[src/rtl/sio_hub_pkg.sv]
package sio_hub_pkg;
   localparam int SLOT_AW    = 3;
   localparam int SLOT_BYTES = 1 << SLOT_AW;
   localparam int DATA_W     = 8;
   localparam logic [SLOT_AW-1:0] CTL_OFS = SLOT_AW'(SLOT_BYTES - 1);
endpackage

[src/rtl/sio_hub_decode.sv]
module sio_hub_decode
   import sio_hub_pkg::*;
#(
   parameter int NUM_PORTS = 4,
   localparam int SLOT_W = $clog2(NUM_PORTS),
   localparam int ADDR_W = SLOT_W + SLOT_AW
) (
   input  logic                 clk,
   input  logic                 rst_n,
   input  logic                 host_sel,
   input  logic                 host_rd,
   input  logic                 host_wr,
   input  logic [ADDR_W-1:0]    host_addr,
   output logic [NUM_PORTS-1:0] uart_cs,
   output logic                 ctl_hit,
   output logic [SLOT_W-1:0]    slot_idx
);
   logic access;
   logic [SLOT_AW-1:0] ofs;

   assign access   = host_sel & (host_rd | host_wr);
   assign slot_idx = host_addr[ADDR_W-1:SLOT_AW];
   assign ofs      = host_addr[SLOT_AW-1:0];
   assign ctl_hit  = access && (slot_idx == '0) && (ofs == CTL_OFS);

   for (genvar n = 0; n < NUM_PORTS; n++) begin : g_cs
      assign uart_cs[n] = access && !ctl_hit && (slot_idx == SLOT_W'(n));
   end


   cs_onehot_chk: assert property (@(posedge clk) disable iff (!rst_n)
      $onehot0(uart_cs));

   ctl_no_cs_chk: assert property (@(posedge clk) disable iff (!rst_n)
      ctl_hit |-> (uart_cs == '0));

   idle_no_cs_chk: assert property (@(posedge clk) disable iff (!rst_n)
      (!host_sel || !(host_rd || host_wr)) |-> (uart_cs == '0));
endmodule

[src/rtl/sio_hub_mask.sv]
module sio_hub_mask #(
   parameter int NUM_PORTS = 4
) (
   input  logic                 clk,
   input  logic                 rst_n,
   input  logic                 ld,
   input  logic [NUM_PORTS-1:0] ld_val,
   output logic [NUM_PORTS-1:0] en_q
);
   always_ff @(posedge clk or negedge rst_n) begin
      if (!rst_n)  en_q <= '0;
      else if (ld) en_q <= ld_val;
   end


   mask_load_chk: assert property (@(posedge clk) disable iff (!rst_n)
      ld |=> (en_q == $past(ld_val)));

   mask_hold_chk: assert property (@(posedge clk) disable iff (!rst_n)
      !ld |=> $stable(en_q));
endmodule

[src/rtl/sio_hub_rdmux.sv]
module sio_hub_rdmux
   import sio_hub_pkg::*;
#(
   parameter int NUM_PORTS = 4,
   localparam int SLOT_W = $clog2(NUM_PORTS)
) (
   input  logic                          rd_en,
   input  logic                          ctl_hit,
   input  logic [SLOT_W-1:0]             slot_idx,
   input  logic [NUM_PORTS-1:0]          raw_irq,
   input  logic [NUM_PORTS*DATA_W-1:0]   uart_rdata,
   output logic [DATA_W-1:0]             rdata
);
   logic [DATA_W-1:0] pend_byte;

   if (NUM_PORTS < DATA_W) begin : g_pad
      assign pend_byte = {{(DATA_W-NUM_PORTS){1'b1}}, raw_irq};
   end else begin : g_full
      assign pend_byte = raw_irq;
   end

   always_comb begin
      if (!rd_en)       rdata = '0;
      else if (ctl_hit) rdata = pend_byte;
      else              rdata = uart_rdata[int'(slot_idx)*DATA_W +: DATA_W];
   end
endmodule

[src/rtl/sio_hub_irq.sv]
module sio_hub_irq #(
   parameter int NUM_PORTS = 4
) (
   input  logic                 clk,
   input  logic                 rst_n,
   input  logic [NUM_PORTS-1:0] req,
   input  logic [NUM_PORTS-1:0] en,
   output logic                 host_irq
);
   logic any_req;
   assign any_req = |(req & en);

   always_ff @(posedge clk or negedge rst_n) begin
      if (!rst_n) host_irq <= 1'b0;
      else        host_irq <= any_req;
   end


   irq_cause_chk: assert property (@(posedge clk) disable iff (!rst_n)
      host_irq |-> $past(|req));

   irq_reset_chk: assert property (@(posedge clk)
      !rst_n |-> !host_irq);
endmodule

[src/rtl/sio_irq_hub.sv]
module sio_irq_hub
   import sio_hub_pkg::*;
#(
   parameter int NUM_PORTS = 4,
   localparam int SLOT_W = $clog2(NUM_PORTS),
   localparam int ADDR_W = SLOT_W + SLOT_AW
) (
   input  logic                        clk,
   input  logic                        rst_n,
   input  logic                        host_sel,
   input  logic                        host_rd,
   input  logic                        host_wr,
   input  logic [ADDR_W-1:0]           host_addr,
   input  logic [DATA_W-1:0]           host_wdata,
   output logic [DATA_W-1:0]           host_rdata,
   output logic [NUM_PORTS-1:0]        uart_cs,
   input  logic [NUM_PORTS*DATA_W-1:0] uart_rdata,
   input  logic [NUM_PORTS-1:0]        uart_irq,
   output logic                        host_irq
);
   initial begin
      port_count_chk: assert (NUM_PORTS == 4 || NUM_PORTS == 8)
         else $error("NUM_PORTS must be 4 or 8");
   end

   logic                 ctl_hit;
   logic [SLOT_W-1:0]    slot_idx;
   logic [NUM_PORTS-1:0] en_q;

   sio_hub_decode #(.NUM_PORTS(NUM_PORTS)) dec_i (
      .clk(clk), .rst_n(rst_n), .host_sel(host_sel), .host_rd(host_rd),
      .host_wr(host_wr), .host_addr(host_addr), .uart_cs(uart_cs),
      .ctl_hit(ctl_hit), .slot_idx(slot_idx));

   sio_hub_mask #(.NUM_PORTS(NUM_PORTS)) mask_i (
      .clk(clk), .rst_n(rst_n), .ld(ctl_hit & host_wr),
      .ld_val(host_wdata[NUM_PORTS-1:0]), .en_q(en_q));

   sio_hub_rdmux #(.NUM_PORTS(NUM_PORTS)) rd_i (
      .rd_en(host_sel & host_rd), .ctl_hit(ctl_hit), .slot_idx(slot_idx),
      .raw_irq(uart_irq), .uart_rdata(uart_rdata), .rdata(host_rdata));

   sio_hub_irq #(.NUM_PORTS(NUM_PORTS)) irq_i (
      .clk(clk), .rst_n(rst_n), .req(uart_irq), .en(en_q),
      .host_irq(host_irq));
endmodule

[config.mk]
export PLATFORM = sky130hd
export DESIGN_NAME = sio_irq_hub
export DESIGN_NICKNAME = d
export VERILOG_FILES = /design/src/rtl/sio_hub_pkg.sv /design/src/rtl/sio_hub_decode.sv /design/src/rtl/sio_hub_mask.sv /design/src/rtl/sio_hub_rdmux.sv /design/src/rtl/sio_hub_irq.sv /design/src/rtl/sio_irq_hub.sv
export SDC_FILE = /design/constraint.sdc
export NUM_CORES = 1
export LEC_CHECK = 0
export BUFFER_PORTS_ARGS = -buffer_cell sky130_fd_sc_hd__buf_2
export CORE_MARGIN = 1.5
export CORE_UTILIZATION = 36
export CTS_CLUSTER_DIAMETER = 200
export DETAILED_ROUTE_END_ITERATION = 10
export GPL_TIMING_DRIVEN = 0
export PLACE_DENSITY_LB_ADDON = 0.3
export SYNTH_ARGS = -nofsm -noshare
export SYNTH_HDL_FRONTEND = slang
export SYNTH_HIERARCHICAL = 1
export SYNTH_SLANG_ARGS = --single-unit
export TNS_END_PERCENT = 10
[constraint.sdc]
create_clock -name clk -period 1.57 [get_ports clk]
set_input_delay 0.0785 -clock clk [delete_from_list [all_inputs] [get_ports clk]]
set_output_delay 0.0785 -clock clk [all_outputs]
set_load 0.05 [all_outputs]
==> flow_summary_export.csv, run 1 <==
group,metric,value,unit
routing,viasPerCell,5.190,
timing,final.period_utilization,94.75,%
routing,drtPass1Iterations,2,
place,postPlaceCellArea,950.9,um2
finish,area_growth,69.75,%
die,pin_count,67,
synth,seq_area_frac_synth,21.01,%
synth,synth_top_area_share,26.89,%
setup_path,cp_data_arrival_time,1.41,ns
synth,ys_top_cells_by_count,"mux2i_1, dfrtp_1, nand3_1",
global_route,antenna_found_initial,0,
power,p_leak,0.0005570,uW
place,pre_cts_ws,-0.2281,ns
die,start_util,39.08,%
global_route,track_usage,17.44,%
setup_path,reg2reg_depth,1,
global_route,grt_max_degree,11,
synth,synth_area,595.6,um2
synth,yosysWarningCount,6,
finish,num_antenna_cells,0,
place,port_buffers,62,
global_route,grt_pass1_wl,2553,um
power,seqPwrFrac,26.9,%
power,comb_power_share,47.7,%
timing,fmax,672.2,MHz
timing,post-route-min-period,1.488,ns
finish,final_area,1011,um2
synth,ys_seq_elements,5,
power,ir_drop,602.0,uV
job,drv_cap,0,
setup_path,cp_max_fo,5,
synth,yosys_most_used_dff,"dfrtp_1",
cts,cts.sinks,5,
die,die_h,43.68,um
die,die_w,43.68,um
power,p_per_area,566.4,nW/um2
setup_path,worst-setup-path-type,"primary input to primary output",
global_route,overflow,0,
cts,cts_buffer_depth,2,
timing,worst_pin_slew,0.4027,ns
timing,grt_setup_unrepaired,"false",
worst_hold_path,hp-class,"primary input to flop",
timing,slew_headroom,73.06,%
synth,synth.most_common_cell,"mux2i_1",
timing,slew_viol_final,0,
power,p_sw_share,37.42,%
die,die_area,1908,um2
timing,worst_clock_skew,0.003308,ns
cts,cts_tree,"yes",
routing,via_count,737,
place,gp_congestion,0.7521,
power,power,572.6,uW
synth,synth_edf_count,0,
finish,nFillCells,140,
setup_path,endpoint_kind,"primary output",
worst_hold_path,whs_path_depth,2,
routing,wl,1691,um
cts,h-tree-depth,1,
power,switching_power,214.3,uW
cts,clk_latency,0.24,ns
synth,synth_cells,58,
outcome,status,"complete, no violations",
finish,drive_above_1_share,65.87,%
die,core,1524,um2
routing,drc,0,
place,dp_hpwl,1420,um
timing,final-hold-violation-count,0,
cts,clk_pin_slew,0.04,ns
synth,yosysTopAreaCell,"mux2i_1",
synth,synth_area_leaders,"mux2i_1, dfrtp_1, mux2_2",
synth,ys_types,22,
power,p_int,358.3,uW
setup_path,worst_setup_path_start_kind,"primary input",
synth,syn_area_per_cell,10.27,um2
routing,routedWlPerCell,11.91,um
cts,clockRootBuffer,"clkbuf_4",
timing,worst_slack,0.08243,ns
cts,cts_made_buffers,3,
synth,syn_nets,112,
finish,final_nets,181,
power,power_frac_clock,25.3,%
synth,ys_async_sr_fraction,100.0,%
routing,final_antenna_net_count,0,
setup_path,crit_required,1.49,ns
timing,setup_viol,0,
global_route,grt_pass1_vias,650,
routing,drt_iter0_drc,3,
die,row_count,14,
==> layer usage <==
metal	vias to the layer above	track usage, %	wire length [um]
met2	26	31.76	940
li1	373	-	-
met5	-	0	0
met1	338	19.23	643
met4	0	8.485	0
met3	0	2.917	107
==> metrics by stage <==
stage	hold WS, ns	util [%]	cells	setup TNS, ns
2_1_floorplan	-0.2171	-	58	-1.184
3_3_place_gp	-0.1055	62.40	136	-1.259
3_5_place_dp	-0.1028	62.40	136	-1.470
4_1_cts	0.06675	65.85	142	0
5_1_grt	0.06432	66.34	142	0
6_report	0.07532	66.34	142	0
==> cell type report <==
class                   count  area, um2  area share (%)
clock buffers               4      26.28           2.599
flip-flops and latches      5      125.1           12.38
inverters                   1      3.754          0.3713
well taps                  16      20.02           1.980
multi-input cells          48      462.9           45.79
plain buffers               4      37.54           3.713
repair buffers             64      335.3           33.17
==> power groups by stage <==
stage | clock network (uW) | logic [uW] | registers [uW]
after global routing | 162 | 293 | 157
after global placement | 0 | 264 | 155
after CTS | 153 | 274 | 154
final | 145 | 273 | 154
after floorplan | 0 | 151 | 172
after detailed placement | 0 | 269 | 156
==> path summary, 6_finish.rpt <==
kind	start	endpoint	slack, ns
min in group asynchronous	rst_n	mask_i/en_q[2]	0.18
worst min register to register	mask_i/en_q[3]	irq_i/host_irq	0.50
worst max-delay path	host_wr	host_rdata[3]	0.08
worst min-delay path	host_wdata[2]	mask_i/en_q[2]	0.08
worst max register to register	mask_i/en_q[3]	mask_i/en_q[3]	0.82
max in group asynchronous	rst_n	mask_i/en_q[1]	1.25
==> timing repair <==
item / 4_1_cts / 5_1_grt
setup buffers: 1 / 0
endpoints found under the setup margin: 8 / 3
endpoints found under the hold margin: 5 / 0
gates resized for setup: 1 / 3
hold buffers: 1 / 0
pin swaps: 1 / 0
==> state kept, by name (all words and copies together) (netlist names) <==
register,flops
mask_i/en_q,4
irq_i/host_irq,1
==> worst max-delay path: stages <==
cell	delay, ns
buf_2	0.12
o21ai_2	0.26
nor4_4	0.08
or3b_4	0.43
o221ai_2	0.16
buf_2	0.29
==> cell usage in the layout (no fill, tap or decap) <==
master,instances
o221ai_1,3
inv_1,1
and2_1,2
dlygate4sd3_1,1
nand3b_1,1
nor2_1,1
nand2_1,1
dfrtp_1,5
buf_4,3
o2111a_1,1
nor4_4,1
nor2b_1,1
nor4b_2,1
o21ai_2,1
buf_6,2
a221oi_2,4
nor3b_1,2
mux2i_1,16
clkbuf_1,1
or3b_4,1
o221ai_2,1
a22oi_1,2
buf_2,59
clkbuf_4,6
nand3_1,5
mux2_2,4
==> cell families (layout without fill, tap and decap cells) <==
logic type / count (synthesis) / in the layout / synth area share (%)
mux: 20 / 20 / 34.45
simple gates: 16 / 16 / 18.90
compound gates: 12 / 12 / 18.70
flops: 5 / 5 / 21.01
buf+inv: 5 / 73 / 6.931
No activity file was read; power rests on OpenSTA's default activity.
==> run 2: changes to the inputs <==
--- a/config.mk
+++ b/config.mk
@@ -6,6 +6,7 @@
 export NUM_CORES = 1
 export LEC_CHECK = 0
 export BUFFER_PORTS_ARGS = -buffer_cell sky130_fd_sc_hd__buf_2
+export CORE_ASPECT_RATIO = 0.9
 export CORE_MARGIN = 1.5
 export CORE_UTILIZATION = 36
 export CTS_CLUSTER_DIAMETER = 200
==> flow_summary_export.csv, run 2 (synthesis results as in run 1) <==
group,metric,value,unit
outcome,status,"complete, no violations",
die,core,1496,um2
routing,highest_layer,"met3",
timing,final.period_utilization,93.79,%
routing,viasPerCell,4.797,
finish,final_common_cell,"buf_2",
cts,cts_buffer_depth,2,
setup_path,cp_data_arrival_time,1.39,ns
power,p_leak,0.0005583,uW
timing,fmax,679.1,MHz
cts,cts_made_buffers,3,
global_route,grt_pass1_vias,687,
die,die_area,1908,um2
job,drv_cap,0,
die,pin_count,67,
die,start_util,39.80,%
finish,biggestRegsByFlops,"mask_i/en_q x4, irq_i/host_irq x1",
global_route,grt_max_degree,11,
finish,final_nets,181,
setup_path,endpoint_kind,"primary output",
place,gp_congestion,0.7443,
worst_hold_path,hold_path_startpoint,"host_wdata[0]",
timing,slew_headroom,72.49,%
timing,worst_slack,0.09755,ns
setup_path,rrSetupSlack,0.82,ns
setup_path,worst-setup-path-type,"primary input to primary output",
finish,num_antenna_cells,0,
cts,clockRootBuffer,"clkbuf_4",
timing,post-route-min-period,1.472,ns
setup_path,reg2reg_depth,1,
global_route,overflow,0,
finish,largest_register,"mask_i/en_q",
cts,cts_tree,"yes",
die,row_count,13,
routing,routedWlPerCell,11.01,um
routing,wl_met1,599,um
routing,wl_met3,134,um
place,pre_cts_ws,-0.2158,ns
timing,grt_setup_unrepaired,"false",
worst_hold_path,hp-class,"primary input to flop",
routing,final_antenna_net_count,0,
routing,wl,1629,um
die,die_w,45.88,um
routing,via_count,710,
global_route,antenna_found_initial,0,
cts,cts.sinks,5,
finish,largest_reg_flops,4,
routing,drtPass1Iterations,4,
timing,worst_clock_skew,0.003216,ns
worst_hold_path,hold_end,"mask_i/en_q[0]",
routing,wl_met2,895,um
cts,clk_latency,0.24,ns
timing,slew_viol_final,0,
finish,nFillCells,137,
timing,final-hold-violation-count,0,
setup_path,worst_setup_path_start_kind,"primary input",
setup_path,r2r_end,"mask_i/en_q[3]",
timing,whs,0.07522,ns
global_route,grt_pass1_wl,2608,um
timing,setup_viol,0,
setup_path,cp_max_fo,6,
setup_path,crit_required,1.49,ns
power,ir_drop,445.4,uV
finish,area_growth,71.85,%
power,p_per_area,557.1,nW/um2
routing,drt_iter0_drc,6,
routing,drc,0,
cts,h-tree-depth,1,
finish,final_cell_mix,"buf_2, mux2i_1, clkbuf_4, nand3_1, dfrtp_1",
die,die_h,41.59,um
cts,clk_pin_slew,0.04,ns
setup_path,crit-reg2reg-launch,"mask_i/en_q[3]",
worst_hold_path,whs_path_depth,2,
finish,drive_above_1_share,65.87,%
timing,worst_pin_slew,0.4111,ns
global_route,track_usage,17.65,%
place,port_buffers,62,
-- run 2: routing by layer --
metal / vias up / global-route usage (%)
met5: - / 0
met4: 0 / 6.857
met3: 0 / 1.739
met2: 29 / 33.89
met1: 312 / 18.28
li1: 369 / -
-- run 2: through the flow --
step	cells	setup TNS (ns)	utilization, %	power (uW)	cell area (um2)
2_1_floorplan	58	-1.184	-	323.6	620.6
3_3_place_gp	142	-1.200	64.05	418.3	958.4
3_5_place_dp	142	-1.319	64.05	423.7	958.4
4_1_cts	147	0	67.06	577.9	1003
5_1_grt	148	0	68.39	608.7	1023
6_report	148	0	68.39	570.2	1023
-- run 2: critical path: stages --
cell,delay [ns]
buf_2,0.13
o21ai_4,0.22
nor4_4,0.08
buf_4,0.15
nand3b_1,0.23
o221ai_1,0.22
buf_2,0.29
-- run 2: worst max-delay path by stage --
stage                       start       endpoint  slack, ns  cells after the start
final                     host_wr  host_rdata[2]        0.1                      7
after global routing      host_wr  host_rdata[1]       0.03                      7
after CTS                 host_wr  host_rdata[6]      0.001                      6
after detailed placement  host_wr  host_rdata[5]      -0.22                      6
after global placement    host_wr  host_rdata[6]      -0.22                      6
after floorplan           host_wr  host_rdata[6]      -0.18                      4
-- run 2: report_power, final --
group          total, uW  switching [uW]  internal [uW]
combinational        275             159            117
clock                142            46.5           95.7
sequential           153            6.46            146
-- run 2: cell type report --
class	count	area [um2]	area share (%)
Multi-Input combinational cell	48	470.5	45.97
Timing Repair Buffer	64	332.8	32.52
Sequential cell	5	125.1	12.22
Buffer	4	37.54	3.667
Tap cell	22	27.53	2.689
Clock buffer	4	26.28	2.567
Inverter	1	3.754	0.3667
-- run 2: what timing repair did --
action,CTS,global route
pin swaps,0,1
cloned,0,0
hold buffers,1,0
hold endpoints to repair,5,0
endpoints found under the setup margin,7,8
resized for setup,1,3
setup buffers,0,1
